$ cat src/rtl/frame_seq_pkg.sv
package frame_seq_pkg;
  typedef enum logic [2:0] {
    ST_IDLE, ST_PUSH_RA, ST_PUSH_FP, ST_RD_FP, ST_WT_FP, ST_RD_PC, ST_WT_PC
  } seq_st_e;

  function automatic logic kind_is_ret(input logic [1:0] kind);
    return kind[1];
  endfunction
endpackage

$ cat src/rtl/frame_ctrl.sv
module frame_ctrl import frame_seq_pkg::*; (
  input  logic    clk_i,
  input  logic    rst_ni,
  input  logic    start_i,
  input  logic    is_ret_i,
  input  logic    misalign_i,
  input  logic    gnt_i,
  input  logic    rvalid_i,
  output seq_st_e st_o,
  output logic    accept_o,
  output logic    finish_o,
  output logic    req_o,
  output logic    we_o,
  output logic    done_o,
  output logic    err_o
);
  seq_st_e st_q, st_d;

  assign accept_o = (st_q == ST_IDLE) && start_i && !misalign_i;
  assign finish_o = ((st_q == ST_PUSH_FP) && gnt_i) || ((st_q == ST_WT_PC) && rvalid_i);
  assign req_o    = (st_q == ST_PUSH_RA) || (st_q == ST_PUSH_FP) ||
                    (st_q == ST_RD_FP) || (st_q == ST_RD_PC);
  assign we_o     = (st_q == ST_PUSH_RA) || (st_q == ST_PUSH_FP);
  assign st_o     = st_q;

  always_comb begin
    st_d = st_q;
    unique case (st_q)
      ST_IDLE:    if (accept_o) st_d = is_ret_i ? ST_RD_FP : ST_PUSH_RA;
      ST_PUSH_RA: if (gnt_i) st_d = ST_PUSH_FP;
      ST_PUSH_FP: if (gnt_i) st_d = ST_IDLE;
      ST_RD_FP:   if (gnt_i) st_d = ST_WT_FP;
      ST_WT_FP:   if (rvalid_i) st_d = ST_RD_PC;
      ST_RD_PC:   if (gnt_i) st_d = ST_WT_PC;
      ST_WT_PC:   if (rvalid_i) st_d = ST_IDLE;
      default:    st_d = ST_IDLE;
    endcase
  end

  always_ff @(posedge clk_i or negedge rst_ni) begin
    if (!rst_ni) begin
      st_q   <= ST_IDLE;
      done_o <= 1'b0;
      err_o  <= 1'b0;
    end else begin
      st_q   <= st_d;
      done_o <= finish_o;
      err_o  <= (st_q == ST_IDLE) && start_i && misalign_i;
    end
  end

  assert_done_pulse_R8: assert property (@(posedge clk_i) disable iff (!rst_ni)
    done_o |=> !done_o);
  assert_err_quiet_R9: assert property (@(posedge clk_i) disable iff (!rst_ni)
    err_o |-> (!req_o && !done_o));
  assert_req_hold_R7: assert property (@(posedge clk_i) disable iff (!rst_ni)
    (req_o && !gnt_i) |=> (req_o && $stable(st_q)));
endmodule

$ cat src/rtl/frame_dp.sv
module frame_dp import frame_seq_pkg::*; #(
  parameter int DW        = 32,
  parameter int LONG_LEN  = 6,
  parameter int SHORT_LEN = 2
) (
  input  logic          clk_i,
  input  logic          rst_ni,
  input  logic          accept_i,
  input  logic          finish_i,
  input  logic [1:0]    kind_i,
  input  logic [DW-1:0] pc_i,
  input  logic [DW-1:0] target_i,
  input  logic [DW-1:0] sp_i,
  input  logic [DW-1:0] fp_i,
  input  seq_st_e       st_i,
  input  logic          req_i,
  input  logic          gnt_i,
  input  logic          rvalid_i,
  input  logic [DW-1:0] rdata_i,
  output logic [DW-1:0] addr_o,
  output logic [DW-1:0] wdata_o,
  output logic [DW-1:0] sp_o,
  output logic [DW-1:0] fp_o,
  output logic [DW-1:0] pc_o
);
  localparam int            LSB  = $clog2(DW / 8);
  localparam logic [DW-1:0] SLOT = DW'(DW / 8);

  logic [DW-1:0] base_q, ra_q, tgt_q, aux_q;

  always_ff @(posedge clk_i or negedge rst_ni) begin
    if (!rst_ni) begin
      base_q <= '0;
      ra_q   <= '0;
      tgt_q  <= '0;
      aux_q  <= '0;
      sp_o   <= '0;
      fp_o   <= '0;
      pc_o   <= '0;
    end else begin
      if (accept_i) begin
        base_q <= kind_is_ret(kind_i) ? fp_i : sp_i;
        ra_q   <= pc_i + (kind_i[0] ? DW'(SHORT_LEN) : DW'(LONG_LEN));
        tgt_q  <= target_i;
        aux_q  <= fp_i;
      end else if ((st_i == ST_WT_FP) && rvalid_i) begin
        aux_q  <= rdata_i;
      end
      if (finish_i) begin
        if (st_i == ST_PUSH_FP) begin
          sp_o <= base_q - 3 * SLOT;
          fp_o <= base_q - 3 * SLOT;
          pc_o <= tgt_q;
        end else begin
          sp_o <= base_q + 3 * SLOT;
          fp_o <= aux_q;
          pc_o <= rdata_i;
        end
      end
    end
  end

  // static-chain slot at base-SLOT is reserved, never touched
  always_comb begin
    addr_o  = base_q;
    wdata_o = '0;
    case (st_i)
      ST_PUSH_RA: begin addr_o = base_q - 2 * SLOT; wdata_o = ra_q;  end
      ST_PUSH_FP: begin addr_o = base_q - 3 * SLOT; wdata_o = aux_q; end
      ST_RD_PC:   addr_o = base_q + SLOT;
      default:    addr_o = base_q;
    endcase
  end

  assert_addr_hold_R7: assert property (@(posedge clk_i) disable iff (!rst_ni)
    (req_i && !gnt_i) |=> ($stable(addr_o) && $stable(wdata_o)));
  assert_addr_aligned_R9: assert property (@(posedge clk_i) disable iff (!rst_ni)
    req_i |-> (addr_o[LSB-1:0] == '0));
endmodule

$ cat src/rtl/frame_seq.sv
module frame_seq import frame_seq_pkg::*; #(
  parameter int DW        = 32,
  parameter int LONG_LEN  = 6,
  parameter int SHORT_LEN = 2
) (
  input  logic          clk_i,
  input  logic          rst_ni,
  input  logic          start_i,
  input  logic [1:0]    kind_i,
  input  logic [DW-1:0] pc_i,
  input  logic [DW-1:0] target_i,
  input  logic [DW-1:0] sp_i,
  input  logic [DW-1:0] fp_i,
  output logic          mem_req_o,
  output logic          mem_we_o,
  output logic [DW-1:0] mem_addr_o,
  output logic [DW-1:0] mem_wdata_o,
  input  logic          mem_gnt_i,
  input  logic          mem_rvalid_i,
  input  logic [DW-1:0] mem_rdata_i,
  output logic          done_o,
  output logic          err_o,
  output logic [DW-1:0] sp_o,
  output logic [DW-1:0] fp_o,
  output logic [DW-1:0] pc_o
);
  localparam int            LSB  = $clog2(DW / 8);
  localparam logic [DW-1:0] SLOT = DW'(DW / 8);

  seq_st_e       st;
  logic          accept, finish, is_ret, misalign;
  logic [DW-1:0] base_in;

  assign is_ret   = kind_is_ret(kind_i);
  assign base_in  = is_ret ? fp_i : sp_i;
  assign misalign = |base_in[LSB-1:0];

  frame_ctrl u_ctrl (
    .clk_i(clk_i), .rst_ni(rst_ni), .start_i(start_i), .is_ret_i(is_ret),
    .misalign_i(misalign), .gnt_i(mem_gnt_i), .rvalid_i(mem_rvalid_i),
    .st_o(st), .accept_o(accept), .finish_o(finish), .req_o(mem_req_o),
    .we_o(mem_we_o), .done_o(done_o), .err_o(err_o)
  );

  frame_dp #(.DW(DW), .LONG_LEN(LONG_LEN), .SHORT_LEN(SHORT_LEN)) u_dp (
    .clk_i(clk_i), .rst_ni(rst_ni), .accept_i(accept), .finish_i(finish),
    .kind_i(kind_i), .pc_i(pc_i), .target_i(target_i), .sp_i(sp_i), .fp_i(fp_i),
    .st_i(st), .req_i(mem_req_o), .gnt_i(mem_gnt_i), .rvalid_i(mem_rvalid_i),
    .rdata_i(mem_rdata_i), .addr_o(mem_addr_o), .wdata_o(mem_wdata_o),
    .sp_o(sp_o), .fp_o(fp_o), .pc_o(pc_o)
  );

  assert_call_first_R2: assert property (@(posedge clk_i) disable iff (!rst_ni)
    (accept && !is_ret) |=> (mem_req_o && mem_we_o && mem_addr_o == $past(sp_i) - 2 * SLOT));
  assert_ret_first_R5: assert property (@(posedge clk_i) disable iff (!rst_ni)
    (accept && is_ret) |=> (mem_req_o && !mem_we_o && mem_addr_o == $past(fp_i)));
endmodule

$ cat config.mk
export PLATFORM = sky130hd
export DESIGN_NAME = frame_seq
export DESIGN_NICKNAME = d
export VERILOG_FILES = /design/src/rtl/frame_seq_pkg.sv /design/src/rtl/frame_ctrl.sv /design/src/rtl/frame_dp.sv /design/src/rtl/frame_seq.sv
export SDC_FILE = /design/constraint.sdc
export NUM_CORES = 1
export LEC_CHECK = 0
export ABC_AREA = 1
export CAP_MARGIN = 20
export CELL_PAD_IN_SITES_DETAIL_PLACEMENT = 1
export CELL_PAD_IN_SITES_GLOBAL_PLACEMENT = 1
export CORE_AREA = 2 2 201 203
export CTS_BUF_LIST = sky130_fd_sc_hd__clkbuf_16
export CTS_CLUSTER_DIAMETER = 150
export CTS_CLUSTER_SIZE = 20
export DETAILED_ROUTE_END_ITERATION = 16
export DIE_AREA = 0 0 203 205
export PLACE_DENSITY_LB_ADDON = 0.1
export SLEW_MARGIN = 0
export SYNTH_ARGS = -nofsm -noshare
export SYNTH_HDL_FRONTEND = slang
export SYNTH_SLANG_ARGS = --single-unit
$ cat constraint.sdc
create_clock -name clk_i -period 2.7 [get_ports clk_i]
set_input_delay 0.27 -clock clk_i [delete_from_list [all_inputs] [get_ports clk_i]]
set_output_delay 0.27 -clock clk_i [all_outputs]
set_load 0.05 [all_outputs]
======== Word-level counts from Yosys, hierarchy flattened ========
Index checks and enable logic that the tools add are counted.
storage, ports and cells
  flip-flop bits (word level) ............. 229
  input bits .............................. 167
  output and inout port bits .............. 164
  word-level logic and storage cells ...... 61
cells by class
  add/subtract/negate cells ............... 5
  equal/unequal tests ..................... 13
  mux-type cells .......................... 18
  reductions and logical operators ........ 15
operators by type and width
  cell                     number
  $mux W32                 6
  $pmux W32 S3             1
  $pmux W32 S2             1
  $sub A32 B4 Y32 const B  2
  $add A32 B3 Y32 const B  1
  $add A32 B32 Y32         1
  $add A32 B4 Y32 const B  1
  $mux W3                  8
  $pmux W3 S7              1
  $ne A2 B2 Y1 const B     7
  $eq A3 B3 Y1 const B     3
  $reduce_and A7 Y1        1
  $eq A3 B2 Y1 const B     2
  $logic_and A1 B1 Y1      6
  $logic_or A1 B1 Y1       4
  $eq A3 B1 Y1 const B     1
  $logic_not A3 Y1         1
  $mux W2                  1
  $reduce_bool A2 Y1       1
  $reduce_or A2 Y1         1
  $logic_not A1 Y1         1

======== Depth between registers and ports, before layout ========
Gate-level depths: netlist (run 1).
  depth after elaboration ................. 6
  gate-level depth with buffers ........... 14
  gate-level depth less buffers ........... 13

======== Modules after synthesis ========
From an unflattened synthesis (run 1), not the netlist that was laid out.
second synthesis, totals
  cells, all modules ...................... 2125
  area total of the unflattened synthesis .. 14094.8 µm²
modules (own cells, without submodules)
  module      times used  cells an instance  area an instance (µm²)  seq. area each (µm²)
  frame_dp    1           2076               13760.7                 5605.4
  frame_ctrl  1           41                 302.8                   125.1
  frame_seq   1           8                  31.3                    0.0

======== Worst setup path before layout (run 1) ========
OpenSTA, ideal clock, no wires.
  kind .................................... register to output
  start ................................... reg u_ctrl.st_q[0] (netlist: u_ctrl.st_o[0])
  end ..................................... out mem_wdata_o[10]
  arrival ................................. 2300 ps
  required time ........................... 2430 ps
  setup slack ............................. 130 ps
  stages on the path, launching flop included .. 6
  path buffers ............................ 2
  path through ............................ dfrtp_1 nor3_4 inv_2 clkbuf_1 clkbuf_1 o21ai_0
between the ends
  longest elaborated chain between the ends .. 2
  elaborated cells on any way between the ends .. 3
  those cells by class .................... eq/ne (2); mux (1)
ends and longest elaborated chain
  what                                          RTL line          text
  start: declaration                            frame_ctrl.sv:17  seq_st_e st_q, st_d;
  start signal: assignment                      frame_ctrl.sv:46  st_q <= st_d;
  $eq A3 B2 Y1 or $eq A3 B1 Y1 (tied branches)  frame_dp.sv:67    case (st_i)
  $pmux W32 S2 (*)                              frame_dp.sv:67
  end: declaration                              frame_seq.sv:17   output logic [DW-1:0] mem_wdata_o,
Mark *: on every way between the ends. The rest lies on a longest branch, timed or not.

======== Final worst setup path (run 1) ========
  start ................................... reg u_dp.base_q[4]
  end ..................................... out mem_addr_o[4]
between the ends
  longest elaborated chain between the ends .. 2
  elaborated cells on any way between the ends .. 4
  those cells by class .................... add/sub (3); mux (1)
ends and longest elaborated chain
  what                                           RTL line         text
  start: declaration                             frame_dp.sv:29   logic [DW-1:0] base_q, ra_q, tgt_q, aux_q;
  start signal: assignment                       frame_dp.sv:42   base_q <= kind_is_ret(kind_i) ? fp_i : sp_i;
  $add A32 B3 Y32, or another cell as far along  frame_dp.sv:70   ST_RD_PC: addr_o = base_q + SLOT;
  $pmux W32 S3 (*)                               frame_dp.sv:67
  end: declaration                               frame_seq.sv:16  output logic [DW-1:0] mem_addr_o,
Marked as above.

==> impl_metrics.toml, run 1 <==
[setup_path]
cp.arrival_ns = 2.46
crit_type = "flop to primary output"
end_kind = "primary output"
crit_path_start_kind = "flop"
cpMostUsedCell = "nor2_1"
rrSetupSlack_ns = 0.15
crit_fanout = 5
cp_slowest_stage_delay_ns = 0.45
cp_slowest_cell = "dfrtp_2"
reg2regPathDepth = 12
path_cells = "buf_6 -> buf_4 -> nand2_1 -> inv_1 -> nor2_1 -> nor2_1 -> a21oi_1 -> o221ai_2 -> buf_12"
r2r_end = "u_dp.sp_o[16]"
crit_family = "buffers and inverters"
worstReg2RegStart = "u_dp.base_q[2]"
cp.required_ns = 2.43
critical_path_buf_inv_count = 4

[global_route]
grt_overflow_total = 0
grt_pass1_vias = 16814
grt_pass1_wl_um = 104000
grt_max_degree = 74
grt_antenna_before_repair = 6
grt_use_total_pct = 33.2

[synth]
synthCells = 2107
async_reset_ff_share_pct = 100
syn_area_um2 = 14100
synthTopCellsByArea = "dfrtp_1 (41%), nand2_1 (20%), nor2_1 (7.2%), inv_1 (5.3%), nand3_1 (5.3%)"
synth.distinct_cells = 37
syn_nets = 2282
yosys-top-cells-count = "nand2_1 (740), nor2_1 (270), dfrtp_1 (229)"
synth_top_cell_area_share_pct = 40.8
synth-main-ff-cell = "dfrtp_1"
ys_ff_latch = 229
yosysTopAreaCell = "dfrtp_1"
synth_edf_count = 0
synth_most_common_cell = "nand2_1"
avgSynthCellArea_um2 = 6.67
ys_seq_area_share_pct = 40.8
yosys_warnings = 0

[final_layout]
syn_to_final_growth_pct = 44.8
seqCellArea_um2 = 5760
final_area_um2 = 20300
multiInputGateArea_um2 = 7630
final_util_pct = 51.7
fill_cells = 4990
layout-drive-gt1-share_pct = 15.7
nets = 2659

[placed_design]
dp_slack_ns = 0.100
place_congestion = 0.936
dp_hpwl_um = 54200
port_buffers = 330
placed_area_um2 = 18700

[clocking]
clockBufferDepth = 3
path_clk_slew_ns = 0.10
htree_levels = 1
cts_tree = "done"
cts_buffers = 15
clk_latency_ns = 0.52
clockRootBuffer = "clkbuf_16"
cts_num_sinks = 229

[routing]
first_pass_iters = 5
dr_total_vias = 16342
drt-wirelength-per-cell_um = 23.5
wirelength_um = 70900
vias_per_cell = 5.42
drtIter0Drc = 1149
ant_nets = 0
drc_errors = 0

[power_and_ir_drop]
p_leak_nw = 9.18
power.density_nw_per_um2 = 1430
max-vdd-ir-drop_mv = 0.690

[sta]
rsz0062_at_grt = "yes"
layout_setup_ws_ns = -0.0261
max_freq_mhz = 367
setup_viol = 1
period_minus_slack_ns = 2.73
min_period_over_period_pct = 101
tightest_slew_ns = 0.693
hold_viol_final = 0
relSlewSlack_pct = 53.3
fin_skew_ns = 0.0146
slew_viol_final = 0

[status]
status = "finished, violations left"
violations = "negative setup slack"

[die]
start_util_pct = 35.7
rows = 73
die_area_um2 = 41600
coreArea_um2 = 39400
ios = 331
dieWidth_um = 203
die_height_um = 205

[worst_hold_path]
hold_class = "primary input to async pin"

[run]
max_cap_violations = 0
==> final cells by class <==
cell class / instances / area share, %
clock buffer: 15 / 1.84
clock inverter: 3 / 0.234
multi-input combinational: 1559 / 37.5
timing repair buffer: 477 / 24.9
sequential: 229 / 28.3
tap: 525 / 3.23
antenna: 4 / 0.0492
inverter: 202 / 3.86
==> where the power goes <==
group / total [mW] / switching [mW] / leakage (nW) / internal, mW
Combinational: 20.0 / 13.0 / 6.29 / 6.94
Sequential: 6.71 / 1.58 / 2.68 / 5.13
Clock: 2.40 / 1.28 / 0.208 / 1.11
Total: 29.1 / 15.9 / 9.18 / 13.2
==> metal layers <==
metal	vias to the layer above	global-route usage (%)	share of wire [%]
met1	8048	40.8	40
met3	159	6.35	6.1
li1	7566	-	-
met4	4	13.3	4.7
met5	-	0	0.038
met2	565	57.4	49
==> registers in the layout, indices dropped and copies added (netlist names) <==
name / cells
u_dp.pc_o: 32
u_ctrl.done_o: 1
u_dp.aux_q: 32
u_dp.ra_q: 32
u_dp.fp_o: 32
u_dp.tgt_q: 32
u_dp.base_q: 32
u_ctrl.st_o: 3
u_ctrl.err_o: 1
u_dp.sp_o: 32
==> cells by family after synthesis <==
family                   after synthesis  share of synthesized area (%)
AND/OR/NAND/NOR                     1227                           35.3
buffers and inverters                319                           9.01
AO/OA/AOI/OAI                        304                           12.9
flip-flops                           229                           40.8
XOR/XNOR                              20                           1.25
adder cells (fa/ha/maj)                8                          0.766
==> layout by cell type, fill, tap and decap left out, drive strengths merged, types with 17 or more instances in the layout <==
master	count
nand3	149
o221ai	33
nor3	17
nand2	740
clkbuf	17
buf	207
dfrtp	229
nor2	271
a31oi	94
nand4	37
o21ai	121
a21oi	33
clkdlybuf4s50	265
inv	202
==> worst max-delay path by stage <==
| stage | start | endpoint | slack (ns) | depth (start not counted) |
|---|---|---|---|---|
| 3_3_place_gp | u_dp.base_q[2] | u_dp.sp_o[24] | 0.13 | 12 |
| 2_1_floorplan | u_ctrl.st_o[0] | mem_wdata_o[10] | 0.13 | 5 |
| 4_1_cts | u_dp.base_q[4] | mem_addr_o[28] | -0.02 | 13 |
| 5_1_grt | u_dp.base_q[3] | mem_addr_o[17] | -0.11 | 9 |
| 3_5_place_dp | u_dp.base_q[2] | u_dp.sp_o[16] | 0.10 | 11 |
| 6_report | u_dp.base_q[4] | mem_addr_o[4] | -0.03 | 9 |
==> stage by stage <==
| stage | hold slack, ns | std cells | setup TNS [ns] | power (mW) |
|---|---|---|---|---|
| after floorplan | -0.0256 | 2107 | 0 | 16.8 |
| after detailed placement | 0.275 | 2934 | 0 | 24.8 |
| after global placement | 0.275 | 2934 | 0 | 24.5 |
| after global routing | 0.304 | 3011 | -0.921 | 30.5 |
| final | 0.279 | 3014 | -0.0261 | 29.1 |
| after CTS | 0.283 | 2974 | -0.0193 | 28.0 |
==> repair_timing <==
action / 4_1_cts / 5_1_grt
cloned: 1 / 0
endpoints found under the hold margin: 69 / 0
setup buffers: 20 / 39
pin swaps: 13 / 29
gates resized for setup: 117 / 137
setup endpoints to repair: 35 / 32
hold buffers: 1 / 0
==> worst register-to-register path, cell delays in order, from the launching register on <==
cell	delay, ns
dfrtp_2	0.45
buf_4	0.20
inv_1	0.11
ha_1	0.35
inv_1	0.26
nand3_1	0.19
nor2_1	0.19
nand2_1	0.11
o21ai_0	0.24
nand3_1	0.11
nand2_1	0.11
nand2_1	0.11
nand2_1	0.07
No activity file was read; power rests on OpenSTA's default activity.
==> run 2, diff against run 1 <==
- PLACE_DENSITY_LB_ADDON: 0.1 -> 0.12
==> run 2 against run 1 <==
The flow now finishes without violations. Combinational power about the same. Fmax up 1.8%. Flip-flop and latch count unchanged. Clock power decreased by 5%. Critical path type unchanged.
==> impl_metrics.toml, run 2 (synthesis results as in run 1) <==
[sta]
max_freq_mhz = 373
relSlewSlack_pct = 52.3
tightest_slew_ns = 0.714
hold_viol_final = 0
setup_viol = 0
period_minus_slack_ns = 2.68
min_period_over_period_pct = 99.2
layout_setup_ws_ns = 0.0216
slew_viol_final = 0
rsz0062_at_grt = "yes"
fin_skew_ns = 0.0314

[clocking]
htree_levels = 1
cts_buffers = 15
clockRootBuffer = "clkbuf_16"
cts_num_sinks = 229
cts_tree = "done"
clk_latency_ns = 0.51
path_clk_slew_ns = 0.10
clockBufferDepth = 3

[global_route]
grt_pass1_vias = 17292
grt_max_degree = 79
grt_pass1_wl_um = 106000
grt_overflow_total = 0
grt_antenna_before_repair = 6
grt_use_total_pct = 33.6

[die]
ios = 331
rows = 73
die_height_um = 205
coreArea_um2 = 39400
die_area_um2 = 41600
dieWidth_um = 203
start_util_pct = 35.7

[final_layout]
layout-drive-gt1-share_pct = 16.2
fill_cells = 4971
layout_commonest_cell = "nand2_1"
final_util_pct = 51.4
multiInputGateArea_um2 = 7660
syn_to_final_growth_pct = 44.0
layout_common_cells = "nand2_1 (708), clkdlybuf4s50_1 (265), nor2_1 (213), dfrtp_1 (202), inv_1 (184)"
seqCellArea_um2 = 5760
nets = 2655

[placed_design]
dp_slack_ns = 0.0642
dp_hpwl_um = 54800
place_congestion = 0.971
port_buffers = 330

[routing]
ant_nets = 0
wirelength_um = 71500
drc_errors = 0
drtIter0Drc = 1040
drt-wirelength-per-cell_um = 23.8
first_pass_iters = 5
vias_per_cell = 5.48
dr_total_vias = 16494

[setup_path]
crit_fanout = 6
cp.required_ns = 2.43
critical_path_buf_inv_count = 2
path_cells = "nor2_1 -> nand2_1 -> inv_1 -> nand2_1 -> nor2_2 -> nand3_1 -> nand3_1 -> nand4_1 -> buf_6"
crit_family = "simple AND/OR/NAND/NOR gates"
cp.arrival_ns = 2.41
cp_slowest_cell = "dfrtp_2"
cp_slowest_stage_delay_ns = 0.51
crit_path_start_kind = "flop"
end_kind = "primary output"
crit_type = "flop to primary output"

[power_and_ir_drop]
p_leak_nw = 9.10
max-vdd-ir-drop_mv = 0.710
power.density_nw_per_um2 = 1420

[run]
max_cap_violations = 0

[status]
status = "finished, final reports clean"

[worst_hold_path]
hold_class = "primary input to async pin"
-- run 2: cell types whose count changed in the layout (fill, tap and decap cells not counted), moves of 5 or more --
cell | before | now
o21ai_2 | 2 | 14
buf_6 | 29 | 22
o21ai_0 | 102 | 78
inv_4 | 8 | 1
o22ai_1 | 11 | 6
nand2_2 | 20 | 27
nand2_4 | 10 | 5
o21ai_1 | 16 | 28
-- run 2: where the power goes --
group	leakage, nW	internal, mW	switching, mW
registers	2.68	5.12	1.62
logic	6.23	6.71	13.0
clock network	0.201	1.02	1.27
-- run 2: path summary, 6_finish.rpt --
path,from,slack (ns),cells after the start,end
worst max-delay path,u_dp.base_q[19],0.02,9,mem_addr_o[27]
worst min-delay path,rst_ni,0.22,2,u_dp.sp_o[6]
worst max register to register,u_ctrl.st_o[0],0.23,11,u_dp.sp_o[24]
worst min register to register,u_dp.sp_o[26],0.48,2,u_dp.sp_o[26]
max in group asynchronous,rst_ni,1.67,3,u_dp.pc_o[15]
min in group clk_i,target_i[9],0.28,3,u_dp.tgt_q[9]
-- run 2: layout make-up --
type                       count  area share [%]
multi-input combinational   1559            37.8
tap                          525            3.24
inverter                     202            3.86
timing repair buffer         472            24.6
antenna                        3          0.0371
sequential                   229            28.5
timing repair inverter         1          0.0247
clock buffer                  15            1.85
clock inverter                 3           0.117
-- run 2: stage by stage --
| stage | area, um2 | hold WS [ns] | cells | TNS (ns) | total power [mW] |
|---|---|---|---|---|---|
| floorplan | 14100 | -0.0256 | 2107 | 0 | 16.8 |
| global placement | 18700 | 0.175 | 2939 | 0 | 24.3 |
| detailed placement | 18700 | 0.178 | 2939 | 0 | 24.6 |
| CTS | 19500 | 0.239 | 2970 | 0 | 27.6 |
| global route | 20200 | 0.244 | 3007 | -0.605 | 30.2 |
| finish | 20200 | 0.225 | 3009 | 0 | 28.7 |
-- run 2: repair_timing --
| item | 4_1_cts | 5_1_grt |
|---|---|---|
| gates cloned | 1 | 2 |
| buffers inserted | 11 | 34 |
| pin swaps | 9 | 18 |
| hold buffers | 1 | 0 |
| resized for setup | 132 | 142 |
| endpoints found under the setup margin | 61 | 39 |
| hold endpoints to repair | 34 | 0 |
-- run 2: routing by layer --
layer  share of wire [%]  GRT usage [%]  vias to the layer above
met1                  40           41.2                     8211
met3                 5.8           5.11                      158
met2                  49           58.0                      565
met4                 5.2           16.2                        4
met5               0.038              0                        -
li1                    -              -                     7556
==> run 3, diff against run 2 <==
- CTS_CLUSTER_SIZE: 20 -> 25
- RECOVER_POWER: unset -> 50
==> run 3 against run 2 <==
The run now ends with max-capacitance violations, max-slew violations, negative setup slack left. Global-route usage is essentially flat. Flip-flop and latch count is the same. Cell count grew 0.33%. Wire length grew 0.48%. Critical endpoint unchanged.
==> impl_metrics.toml, run 3 (synthesis results as in run 1) <==
[power_and_ir_drop]
clkPwrFrac_pct = 7.6
p_comb_share_pct = 69.0
seqPwrFrac_pct = 23.4
p_leak_nw = 9.18
total_power_mw = 28.7
p_switching_mw = 16.0
power.density_nw_per_um2 = 1410
p_sw_share_pct = 55.8
p_int_mw = 12.7
max-vdd-ir-drop_mv = 0.731

[die]
dieWidth_um = 203
die_height_um = 205
coreArea_um2 = 39400
ios = 331
start_util_pct = 35.7
die_area_um2 = 41600
rows = 73

[setup_path]
cp.required_ns = 2.43
crit_path_start_kind = "flop"
path_cells = "nand2_2 -> nor2_2 -> nand2_4 -> nor2_2 -> buf_4 -> nand3_1 -> nand3_1 -> nand4_1 -> buf_6"
cp_slowest_stage_delay_ns = 0.53
reg2regPathDepth = 9
crit_fanout = 8
rrSetupSlack_ns = 0.23
crit_type = "flop to primary output"
cp.arrival_ns = 2.44
cp_slowest_cell = "dfrtp_2"
worstReg2RegStart = "u_ctrl.st_o[1]"
end_kind = "primary output"
r2r_end = "u_dp.ra_q[29]"

[final_layout]
fill_cells = 4948
syn_to_final_growth_pct = 45.2
layout_commonest_cell = "nand2_1"
final_area_um2 = 20400
layout-drive-gt1-share_pct = 17.4
nets = 2665
layout_common_cells = "nand2_1 (701), nor2_1 (213), dfrtp_1 (201), clkdlybuf4s50_1 (199), inv_1 (179)"

[clocking]
cts_buffers = 13
clk_latency_ns = 0.52
cts_tree = "done"
clockBufferDepth = 3
cts_num_sinks = 229
clockRootBuffer = "clkbuf_16"
path_clk_slew_ns = 0.12
htree_levels = 1

[worst_hold_path]
hold_depth = 3
hold_start = "target_i[5]"
hold_path_end = "u_dp.tgt_q[5]"
hold_class = "primary input to flop"

[sta]
period_minus_slack_ns = 2.71
slew_viol_final = 37
min_period_over_period_pct = 100
rsz0062_at_grt = "yes"
setup_viol = 1
worst_hold_slack_ns = 0.279
tightest_slew_ns = 2.12
max_freq_mhz = 369
fin_skew_ns = 0.0344
relSlewSlack_pct = -41.6
layout_setup_ws_ns = -0.0121
hold_viol_final = 0

[global_route]
grt_max_degree = 79
grt_pass1_vias = 17330
grt_use_total_pct = 33.6
grt_pass1_wl_um = 106000
grt_antenna_before_repair = 5
grt_overflow_total = 0

[placed_design]
placed_area_um2 = 18700
dp_hpwl_um = 54800
port_buffers = 330
place_congestion = 0.971

[status]
violations = "max-capacitance violations, max-slew violations, negative setup slack"
status = "finished, violations left"

[routing]
drtIter0Drc = 1060
first_pass_iters = 5
drt-wirelength-per-cell_um = 23.8
dr_total_vias = 16619
drc_errors = 0
wirelength_um = 71900
ant_nets = 0
vias_per_cell = 5.50

[run]
max_cap_violations = 1
[run 3: cell count changes in the layout (fill, tap and decap cells not counted), sizes merged]
cell           before  now
dlymetal6s2s        1    0
dlymetal6s4s        0    1
buf               200  214
dlygate4sd3         1   67
bufbuf              1    0
clkinvlp            1    4
clkbuf             18   16
clkinv              5    4
inv               200  197
clkdlybuf4s50     265  199
[run 3: cell type report]
class | instances | area, um2 | area share [%]
inverters | 202 | 783 | 3.84
repair buffers | 485 | 5050 | 24.7
diodes | 3 | 7.51 | 0.0368
clock inverters | 3 | 32.5 | 0.159
clock buffers | 13 | 325 | 1.59
well taps | 525 | 657 | 3.22
flip-flops and latches | 229 | 5770 | 28.3
multi-input cells | 1559 | 7790 | 38.2
[run 3: worst max-delay path by stage]
stage | from | end | slack, ns
after detailed placement | u_ctrl.st_o[2] | mem_wdata_o[28] | 0.06
after floorplan | u_ctrl.st_o[0] | mem_wdata_o[10] | 0.13
after global placement | u_ctrl.st_o[2] | mem_wdata_o[28] | 0.07
final | u_dp.base_q[5] | mem_addr_o[27] | -0.01
after CTS | u_dp.base_q[12] | mem_addr_o[24] | -0.07
after global routing | u_dp.base_q[3] | mem_addr_o[13] | -0.09
[run 3: critical path: cells and delay by family (launching register included)]
kind          cells  cell delay [ns]
buf+inv           2             0.39
flops             1             0.53
simple gates      7             1.00
[run 3: metrics by stage]
stage / setup TNS, ns / std cells / setup slack [ns] / utilization, %
3_5_place_dp: 0 / 2939 / 0.0642 / 47.5
2_1_floorplan: 0 / 2107 / 0.130 / -
5_1_grt: -1.52 / 3017 / -0.0879 / 51.8
4_1_cts: -0.0826 / 2975 / -0.0677 / 49.7
3_3_place_gp: 0 / 2939 / 0.0749 / 47.5
6_report: -0.0121 / 3019 / -0.0121 / 51.8
[run 3: timing repair]
item                                   4_1_cts  5_1_grt
gates cloned                                 0        1
hold buffers                                 1        0
buffers inserted                            19       40
resized for setup                          147      170
pin swaps                                   12       35
endpoints found under the hold margin       34        0
setup endpoints to repair                   62       39
[run 3: layer usage]
metal  share of wire, %  up-vias  global-route usage (%)
li1                   -     7579                       -
met1                 40     8277                    41.4
met2                 49      598                    58.5
met3                5.3      163                    4.49
met4                5.2        2                    15.8
met5              0.018        -                       0
[run 3: power by group through the flow]
| stage | Clock, mW | Combinational, mW | Sequential (mW) |
|---|---|---|---|
| after floorplan | 0 | 8.56 | 8.29 |
| after global placement | 0 | 17.6 | 6.71 |
| after detailed placement | 0 | 17.8 | 6.77 |
| after CTS | 2.23 | 18.6 | 6.69 |
| after global routing | 2.32 | 20.9 | 6.87 |
| final | 2.18 | 19.8 | 6.71 |
